[config.mk]
export PLATFORM = sky130hd
export DESIGN_NAME = ep_ram_allocator
export DESIGN_NICKNAME = d
export VERILOG_FILES = /design/src/rtl/ep_alloc_pkg.sv /design/src/rtl/ep_size_calc.sv /design/src/rtl/ep_alloc_ctrl.sv /design/src/rtl/ep_ram_allocator.sv
export SDC_FILE = /design/constraint.sdc
export NUM_CORES = 1
export LEC_CHECK = 0
export BUFFER_PORTS_ARGS = -buffer_cell sky130_fd_sc_hd__buf_2
export CAP_MARGIN = 20
export CORE_ASPECT_RATIO = 0.5
export CORE_MARGIN = 2
export CORE_UTILIZATION = 34
export CTS_BUF_LIST = sky130_fd_sc_hd__clkbuf_4
export DETAILED_ROUTE_END_ITERATION = 7
export PLACE_DENSITY = 0.66
export SLEW_MARGIN = 0
export SYNTH_ARGS = -nofsm -noshare
export SYNTH_HDL_FRONTEND = slang
export SYNTH_SLANG_ARGS = --single-unit
[constraint.sdc]
create_clock -name clk -period 7.9 [get_ports clk]
set_input_delay 1.58 -clock clk [delete_from_list [all_inputs] [get_ports clk]]
set_output_delay 1.58 -clock clk [all_outputs]
set_load 0.01 [all_outputs]
[src/rtl/ep_alloc_pkg.sv]
package ep_alloc_pkg;

  localparam int DEF_RAM_WORDS = 1024;
  localparam int DEF_RSV_WORDS = 32;
  localparam int DEF_MPS_W     = 10;
  localparam int DEF_EP_W      = 5;

  typedef enum logic {
    BUF_SINGLE = 1'b0,
    BUF_DOUBLE = 1'b1
  } buf_mode_e;

endpackage

[src/rtl/ep_size_calc.sv]
module ep_size_calc #(
  parameter int MPS_W = 10,
  parameter int WD_W  = MPS_W + 1
) (
  input  logic [MPS_W-1:0] mps_i,
  input  logic             dbl_i,
  output logic [WD_W-1:0]  words_o
);
  import ep_alloc_pkg::*;

  localparam int PAY_W = MPS_W + 1;

  logic [PAY_W-1:0] rounded;
  logic [WD_W-1:0]  per_buf;

  always_comb begin
    rounded = (PAY_W'(mps_i) + PAY_W'(3)) >> 2;
    per_buf = WD_W'(rounded) + WD_W'(1);
    if (buf_mode_e'(dbl_i) == BUF_DOUBLE)
      words_o = per_buf << 1;
    else
      words_o = per_buf;
  end

endmodule

[src/rtl/ep_alloc_ctrl.sv]
module ep_alloc_ctrl #(
  parameter int RAM_WORDS = 1024,
  parameter int RSV_WORDS = 32,
  parameter int EP_W      = 5,
  parameter int WD_W      = 11,
  parameter int CNT_W     = $clog2(RAM_WORDS + 1)
) (
  input  logic             clk,
  input  logic             rst,
  input  logic             clr_i,
  input  logic             req_i,
  input  logic [EP_W-1:0]  ep_i,
  input  logic [WD_W-1:0]  words_i,
  output logic             ack_o,
  output logic [EP_W-1:0]  ack_ep_o,
  output logic [CNT_W-1:0] base_o,
  output logic [WD_W-1:0]  words_o,
  output logic             ovf_o,
  output logic [CNT_W-1:0] used_o,
  output logic [CNT_W-1:0] free_o
);

  localparam int SUM_W = ((CNT_W > WD_W) ? CNT_W : WD_W) + 1;

  logic [SUM_W-1:0] sum;
  logic [SUM_W-1:0] left;
  logic             fits;

  always_comb begin
    sum  = SUM_W'(used_o) + SUM_W'(words_i);
    fits = (sum <= SUM_W'(RAM_WORDS));
    left = SUM_W'(RAM_WORDS) - sum;
  end

  always_ff @(posedge clk) begin
    if (rst || clr_i) begin
      used_o   <= CNT_W'(RSV_WORDS);
      free_o   <= CNT_W'(RAM_WORDS - RSV_WORDS);
      ack_o    <= 1'b0;
      ovf_o    <= 1'b0;
      ack_ep_o <= '0;
      base_o   <= '0;
      words_o  <= '0;
    end else begin
      ack_o <= req_i;
      ovf_o <= req_i && !fits;
      if (req_i) begin
        ack_ep_o <= ep_i;
        base_o   <= used_o;
        words_o  <= words_i;
        if (fits) begin
          used_o <= sum[CNT_W-1:0];
          free_o <= left[CNT_W-1:0];
        end
      end
    end
  end


  free_sum_chk: assert property (@(posedge clk) disable iff (rst)
    (SUM_W'(used_o) + SUM_W'(free_o)) == SUM_W'(RAM_WORDS));


  used_bound_chk: assert property (@(posedge clk) disable iff (rst)
    (used_o <= CNT_W'(RAM_WORDS)) && (used_o >= CNT_W'(RSV_WORDS)));


  no_overflow_chk: assert property (@(posedge clk) disable iff (rst)
    (ack_o && ovf_o) |-> (used_o == $past(used_o)));


  pack_chk: assert property (@(posedge clk) disable iff (rst)
    (ack_o && !ovf_o) |-> (SUM_W'(used_o) == SUM_W'(base_o) + SUM_W'(words_o)));


  ack_cause_chk: assert property (@(posedge clk) disable iff (rst)
    ack_o |-> $past(req_i && !clr_i));


  clr_wins_chk: assert property (@(posedge clk) disable iff (rst)
    clr_i |=> (!ack_o && used_o == CNT_W'(RSV_WORDS)));

endmodule

[src/rtl/ep_ram_allocator.sv]
module ep_ram_allocator #(
  parameter int RAM_WORDS = ep_alloc_pkg::DEF_RAM_WORDS,
  parameter int RSV_WORDS = ep_alloc_pkg::DEF_RSV_WORDS,
  parameter int MPS_W     = ep_alloc_pkg::DEF_MPS_W,
  parameter int EP_W      = ep_alloc_pkg::DEF_EP_W,
  parameter int WD_W      = MPS_W + 1,
  parameter int CNT_W     = $clog2(RAM_WORDS + 1)
) (
  input  logic             clk,
  input  logic             rst,
  input  logic             clr_i,
  input  logic             req_valid_i,
  input  logic [EP_W-1:0]  req_ep_i,
  input  logic [MPS_W-1:0] req_mps_i,
  input  logic             req_dbl_i,
  output logic             ack_o,
  output logic [EP_W-1:0]  ack_ep_o,
  output logic [CNT_W-1:0] base_o,
  output logic [WD_W-1:0]  words_o,
  output logic             ovf_o,
  output logic [CNT_W-1:0] used_o,
  output logic [CNT_W-1:0] free_o
);

  logic [WD_W-1:0] need_words;

  ep_size_calc #(
    .MPS_W (MPS_W),
    .WD_W  (WD_W)
  ) u_size (
    .mps_i   (req_mps_i),
    .dbl_i   (req_dbl_i),
    .words_o (need_words)
  );

  ep_alloc_ctrl #(
    .RAM_WORDS (RAM_WORDS),
    .RSV_WORDS (RSV_WORDS),
    .EP_W      (EP_W),
    .WD_W      (WD_W),
    .CNT_W     (CNT_W)
  ) u_ctrl (
    .clk      (clk),
    .rst      (rst),
    .clr_i    (clr_i),
    .req_i    (req_valid_i),
    .ep_i     (req_ep_i),
    .words_i  (need_words),
    .ack_o    (ack_o),
    .ack_ep_o (ack_ep_o),
    .base_o   (base_o),
    .words_o  (words_o),
    .ovf_o    (ovf_o),
    .used_o   (used_o),
    .free_o   (free_o)
  );


  dbl_even_chk: assert property (@(posedge clk) disable iff (rst)
    (ack_o && $past(req_dbl_i)) |-> (words_o[0] == 1'b0 && words_o >= WD_W'(2)));

endmodule

==> flow_summary.json, run 1 <==
{
  "outcome": "completed",
  "htreeDepth": 2,
  "cts_tree": "done",
  "ys_seq_area_frac": 0.357,
  "slew_headroom": 0.440,
  "rsz0062_at_grt": "no",
  "ant_nets": 0,
  "grt_use_met2": 0.234,
  "clk_path_buf_depth": 2,
  "worstHoldPathType": "reg2reg",
  "crit_fanout": 14,
  "die_y_um": 68.2,
  "grt_pass1_vias": 2266,
  "via_count": 2366,
  "start_kind": "primary input",
  "initial_core_util": 0.351,
  "cts_resized": 0,
  "critPathMaxStageDelay_ns": 0.70,
  "die_area_um2": 9040,
  "post_cts.repair.setup_buffers": 0,
  "syn_area_um2": 2810,
  "layout-drive-gt1-share": 0.240,
  "finalSetupTns_ns": 0,
  "core-area_um2": 8000,
  "synth_edf_count": 0,
  "fillerInstances": 842,
  "power_density_nw_per_um2": 163,
  "grt_max_degree": 44,
  "drt_iter0_drc": 118,
  "synthDistinctLibCells": 52,
  "grtUsageMet3": 0.0341,
  "place_congestion": 0.829,
  "diodes": 0,
  "worst_slew_pin_slew_ns": 0.840,
  "slowest_stage": "o31ai_4",
  "first_pass_iters": 4,
  "design_area_um2": 3280,
  "fmax_ghz": 0.162,
  "multi_input_area_um2": 1700,
  "fp.dieW_um": 132,
  "io_pins": 71,
  "wl_per_cell_um": 13.5,
  "period_needed_ns": 6.18,
  "area.growth.synth_to_final_pct": 17.0,
  "drv_slew": 0,
  "seq_area_um2": 1000,
  "synth_fp_nets": 346,
  "clkLatencyLatePin_ns": 0.37,
  "peakVddDrop_mv": 0.0652,
  "total_leakage_power_nw": 1.49,
  "synth_top_cell_by_area": "dfxtp_1",
  "hold_viol_final": 0,
  "synth_top_flop_cell": "dfxtp_1",
  "synth_cells": 310,
  "cp_cell_sequence": "buf_2, or3_1, nor2b_1, ha_1, a31oi_1, a21oi_1, nand2_1, xor2_1, o21ai_0, ha_1, nand2_1, o31ai_2, xor2_1, nor4_4, or4b_4, o31ai_4, buf_4, mux2i_1, nor2_1",
  "grt_pass1_wl_um": 10900,
  "synthTopCellsByCount": "59 x nor2_1, 50 x dfxtp_1, 43 x mux2i_1",
  "avgSynthCellArea_um2": 9.05,
  "antenna_found_initial": 0,
  "synthArstFlopShare": 0,
  "worstSetupPathType": "in2reg",
  "rows": 23,
  "via_per_inst": 4.86,
  "root_buffer": "clkbuf_4",
  "met1_usage": 0.215,
  "synth_most_common_cell": "nor2_1",
  "overflow": 0,
  "cts_hold_buf": 0,
  "maxCapViolations": 0,
  "critPathArrivalTime_ns": 6.42,
  "cts_inserted_buffers": 5,
  "grt.busiest_layer": "met2",
  "synth_warnings": 0,
  "clock_sinks": 50,
  "cp-end-kind": "register",
  "dp_hpwl_um": 4900,
  "final_nets": 410,
  "drc": 0,
  "period_share": 0.782,
  "detail_route.wirelength_um": 6600,
  "track_usage": 0.152,
  "port_buffers": 70,
  "dpl_cell_area_um2": 3230,
  "clk_pin_slew_worst_paths_ns": 0.14,
  "ys_seq_elements": 50,
  "fin_skew_ns": 0.00922,
  "synth_top_cell_area_share": 0.357,
  "cp.required_ns": 8.14,
  "synth_area_leaders": "dfxtp_1 36%, mux2i_1 15%, nor2_1 7.9%, ha_1 6.7%, xnor2_1 4.1%",
  "setup_violations": 0
}
## routing by layer
metal / up-vias / share of wire / routed length [um]
met2: 59 / 0.40 / 2620
met1: 1093 / 0.54 / 3550
met3: 8 / 0.056 / 367
met4: 0 / 0.0083 / 55
met5: - / 0 / 0
li1: 1206 / - / -
## state kept, by name, indices dropped and copies added, names as in the netlist
name,count
u_ctrl.ack_ep_o,5
u_ctrl.ack_o,1
u_ctrl.base_o,11
u_ctrl.free_o,11
u_ctrl.ovf_o,1
u_ctrl.used_o,10
u_ctrl.words_o,11
## kinds of logic after synthesis
kind of cell,Yosys count,synth area share
simple gates,102,0.167
compound gates,51,0.132
flops,50,0.357
mux,44,0.157
buf+inv,23,0.0388
xor+xnor,22,0.0687
fa+ha+maj,17,0.0776
other cells,1,0.00134
## placed cells by master (no fill, tap or decap), types with 2 or more instances in the layout
master / n
buf_2: 70
a22oi_1: 2
nand2_1: 17
mux2i_1: 43
o22ai_1: 2
a31oi_1: 3
nand2b_1: 3
nand4_1: 3
nor2b_1: 3
o21a_1: 4
dfxtp_1: 50
a21oi_1: 12
o211ai_1: 3
clkbuf_4: 6
inv_1: 9
nand3_1: 3
a211oi_2: 2
xor2_1: 9
o21ai_0: 10
nor3b_1: 2
xnor2_1: 13
ha_1: 15
or3_1: 2
or2_2: 3
nor2_1: 59
## where the power goes
part	switching [mW]	internal, mW	leakage (nW)
clock	0.0816	0.0371	0.0331
sequential	0.00557	0.260	0.406
combinational	0.0901	0.0601	1.05
total	0.177	0.357	1.49
## final cells by class
| type | count | area share |
|---|---|---|
| well taps | 112 | 0.0427 |
| flip-flops and latches | 50 | 0.305 |
| clock inverters | 2 | 0.00267 |
| inverters | 9 | 0.0103 |
| clock buffers | 6 | 0.0137 |
| repair buffers | 71 | 0.109 |
| multi-input cells | 237 | 0.517 |
## worst max-delay path: cells and delay by family
kind	cells	cell delay [ns]
and+or+nand+nor	7	1.73
AOI/OAI and AO/OA	5	1.47
adders and majority gates	2	0.61
buffers and inverters	2	0.45
xor gates and xnor gates	2	0.37
muxes	1	0.20
## per-stage QoR
step	hold slack, ns	total power, mW	utilization	setup WS, ns	instances
global placement	0.461	0.418	0.404	1.44	479
floorplan	0.489	0.383	-	2.32	310
finish	0.493	0.534	0.410	1.72	487
detailed placement	0.466	0.420	0.404	1.39	479
global route	0.500	0.567	0.410	1.34	487
CTS	0.487	0.539	0.410	1.78	487
## path summary, 6_finish.rpt
path	startpoint	end	slack (ns)	depth (start not counted)
setup / recovery	req_mps_i[1]	u_ctrl.free_o[1]$_SDFFE_PP0P_	1.72	19
hold / removal	u_ctrl.free_o[10]$_SDFFE_PP0P_	u_ctrl.free_o[10]$_SDFFE_PP0P_	0.49	2
setup reg to reg	u_ctrl.free_o[0]$_SDFFE_PP0P_	u_ctrl.free_o[1]$_SDFFE_PP0P_	3.91	12
hold reg to reg	u_ctrl.free_o[10]$_SDFFE_PP0P_	u_ctrl.free_o[10]$_SDFFE_PP0P_	0.49	2
No activity file was read; power rests on OpenSTA's default activity.
==> run 2: changes to the inputs <==
--- a/config.mk
+++ b/config.mk
@@ -5,6 +5,7 @@
 export SDC_FILE = /design/constraint.sdc
 export NUM_CORES = 1
 export LEC_CHECK = 0
+export ABC_AREA = 1
 export BUFFER_PORTS_ARGS = -buffer_cell sky130_fd_sc_hd__buf_2
 export CAP_MARGIN = 20
 export CORE_ASPECT_RATIO = 0.5
@@ -12,7 +13,7 @@
 export CORE_UTILIZATION = 34
 export CTS_BUF_LIST = sky130_fd_sc_hd__clkbuf_4
 export DETAILED_ROUTE_END_ITERATION = 7
-export PLACE_DENSITY = 0.66
+export PLACE_DENSITY = 0.65
 export SLEW_MARGIN = 0
 export SYNTH_ARGS = -nofsm -noshare
 export SYNTH_HDL_FRONTEND = slang
==> constraint.sdc (replaced) <==
create_clock -name clk -period 6.2 [get_ports clk]
set_input_delay 1.24 -clock clk [delete_from_list [all_inputs] [get_ports clk]]
set_output_delay 1.24 -clock clk [all_outputs]
set_load 0.01 [all_outputs]
==> flow_summary.json, run 2 <==
{
  "cts_resized": 0,
  "synthXorXnorAreaFrac": 0.0322,
  "worstHoldPathType": "reg2reg",
  "port_buffers": 70,
  "drt_iter0_drc": 225,
  "fp.dieW_um": 142,
  "post_cts.repair.setup_buffers": 0,
  "maxCapViolations": 0,
  "design_area_um2": 3700,
  "hold_ws_ns": 0.451,
  "critPathArrivalTime_ns": 4.72,
  "die_area_um2": 10300,
  "synth-simple-area-share": 0.399,
  "synth_top_flop_cell": "dfxtp_1",
  "overflow": 0,
  "htreeDepth": 2,
  "first_pass_iters": 4,
  "slowest_stage": "fa_1",
  "cts_hold_buf": 0,
  "wl_per_cell_um": 11.5,
  "fmax_ghz": 0.227,
  "total_leakage_power_nw": 2.01,
  "cp.required_ns": 6.51,
  "diodes": 0,
  "layout_commonest_cell": "nand2_1",
  "antenna_found_initial": 0,
  "avgSynthCellArea_um2": 6.36,
  "clkLatencyLatePin_ns": 0.37,
  "synthArstFlopShare": 0,
  "via_count": 3204,
  "track_usage": 0.156,
  "peakVddDrop_mv": 0.0671,
  "io_pins": 71,
  "worstSetupPathType": "in2reg",
  "area.growth.synth_to_final_pct": 14.7,
  "finalPower_mw": 0.714,
  "hold-path-endpoint": "u_ctrl.words_o[10]$_SDFFE_PP0P_",
  "synth_area_leaders": "dfxtp_1 31%, nand2_1 18%, nand3_1 8.4%, inv_1 7.6%, nor2_1 5.9%",
  "root_buffer": "clkbuf_4",
  "synth_top_cell_by_area": "dfxtp_1",
  "start_kind": "primary input",
  "worst_slew_pin_slew_ns": 0.598,
  "grt_max_degree": 62,
  "final_nets": 604,
  "rsz0062_at_grt": "no",
  "synth_top_cell_area_share": 0.310,
  "dpl_cell_area_um2": 3650,
  "grt_pass1_wl_um": 13100,
  "layout-drive-gt1-share": 0.178,
  "setup_violations": 0,
  "synth_compound_area_frac": 0.0865,
  "critPathMaxStageDelay_ns": 0.44,
  "initial_core_util": 0.346,
  "ys_seq_elements": 50,
  "synth_edf_count": 0,
  "detail_route.wirelength_um": 7920,
  "synth_top_family_by_area": "simple AND/OR/NAND/NOR gates",
  "slew_headroom": 0.602,
  "fin_cells": 689,
  "drc": 0,
  "cp-end-kind": "register",
  "power_density_nw_per_um2": 193,
  "synth_most_common_cell": "nand2_1",
  "hold_start": "u_ctrl.words_o[10]$_SDFFE_PP0P_",
  "reg2reg_from": "u_ctrl.free_o[0]$_SDFFE_PP0P_",
  "clk_path_buf_depth": 2,
  "core-area_um2": 9320,
  "synthMuxAreaShare": 0,
  "clock_sinks": 50,
  "synthDistinctLibCells": 33,
  "cts_tree": "done",
  "rows": 25,
  "ant_nets": 0,
  "syn_area_um2": 3230,
  "clk_pin_slew_worst_paths_ns": 0.14,
  "timing.rr.end": "u_ctrl.free_o[4]$_SDFFE_PP0P_",
  "via_per_inst": 4.65,
  "crit_fanout": 28,
  "place_congestion": 0.925,
  "drv_slew": 0,
  "fillerInstances": 1019,
  "die_y_um": 72.9,
  "synth_fp_nets": 543,
  "reg2reg_slack_ns": 3.30,
  "outcome": "completed",
  "synth_cells": 507,
  "period_share": 0.710,
  "ff2ff_path_depth": 16,
  "synth_warnings": 0,
  "cts_inserted_buffers": 5,
  "layout_common_cells": "156 x nand2_1, 70 x buf_2, 65 x inv_1",
  "dp_hpwl_um": 6230,
  "place_inst": 682,
  "synthAdderAreaFrac": 0.0644,
  "fin_skew_ns": 0.0141,
  "largestRegisters": "u_ctrl.base_o: 11 flops, u_ctrl.free_o: 11 flops, u_ctrl.words_o: 11 flops",
  "ys_seq_area_frac": 0.310,
  "finalSetupTns_ns": 0,
  "synthTopCellsByCount": "156 x nand2_1, 65 x inv_1, 54 x nand3_1",
  "hold_depth": 2,
  "hold_viol_final": 0,
  "period_needed_ns": 4.40,
  "grt_pass1_vias": 2785
}
[run 2: logic make-up after synthesis]
family	count (synthesis)
buffers and inverters	84
DFF	50
and+or+nand+nor	292
other	1
adders and majority gates	16
AOI/OAI and AO/OA	53
xor gates and xnor gates	11
[run 2: worst max-delay path by stage]
stage                                      to  depth (start not counted)         start  slack, ns
4_1_cts         u_ctrl.free_o[4]$_SDFFE_PP0P_                         26  req_mps_i[0]       1.80
3_3_place_gp    u_ctrl.free_o[5]$_SDFFE_PP1P_                         23  req_mps_i[0]       1.49
6_report        u_ctrl.free_o[4]$_SDFFE_PP0P_                         26  req_mps_i[0]       1.80
5_1_grt        u_ctrl.used_o[10]$_SDFFE_PP0P_                         26  req_mps_i[0]       1.47
2_1_floorplan  u_ctrl.free_o[10]$_SDFFE_PP0P_                         23  req_mps_i[0]       1.96
3_5_place_dp    u_ctrl.free_o[4]$_SDFFE_PP0P_                         26  req_mps_i[0]       1.42
[run 2: stage by stage]
stage / worst slack [ns] / utilization
after floorplan: 1.96 / -
after global placement: 1.49 / 0.392
after detailed placement: 1.42 / 0.392
after CTS: 1.80 / 0.397
after global routing: 1.47 / 0.397
final: 1.80 / 0.397
[run 2: final cells by class]
cell class	instances	area, um2	share of cell area
timing repair buffer	72	365	0.0987
sequential	50	1000	0.270
clock buffer	5	37.5	0.0101
clock inverter	2	13.8	0.00372
multi-input combinational	373	1880	0.509
inverter	66	248	0.0669
tap	121	151	0.0409
[run 2: per-layer routing]
| metal | share of wire | up-vias | wire length, um | global-route usage |
|---|---|---|---|---|
| li1 | - | 1711 | - | - |
| met1 | 0.51 | 1416 | 4080 | 0.228 |
| met2 | 0.42 | 68 | 3330 | 0.243 |
| met3 | 0.053 | 9 | 416 | 0.0230 |
| met4 | 0.012 | 0 | 93 | 0.0389 |
| met5 | 0 | - | 0 | 0 |
[run 2: where the power goes]
group | total, mW | switching, mW | internal [mW] | leakage, nW
clock | 0.152 | 0.109 | 0.0433 | 0.0314
sequential | 0.342 | 0.00911 | 0.333 | 0.407
combinational | 0.219 | 0.143 | 0.0762 | 1.57
total | 0.714 | 0.261 | 0.453 | 2.01
[run 2: worst max-delay path: cells and delay by family]
kind,cells,cell delay (ns)
AND/OR/NAND/NOR,16,1.90
adder cells (fa/ha/maj),2,0.73
buffers and inverters,7,0.60
AO/OA/AOI/OAI,1,0.26
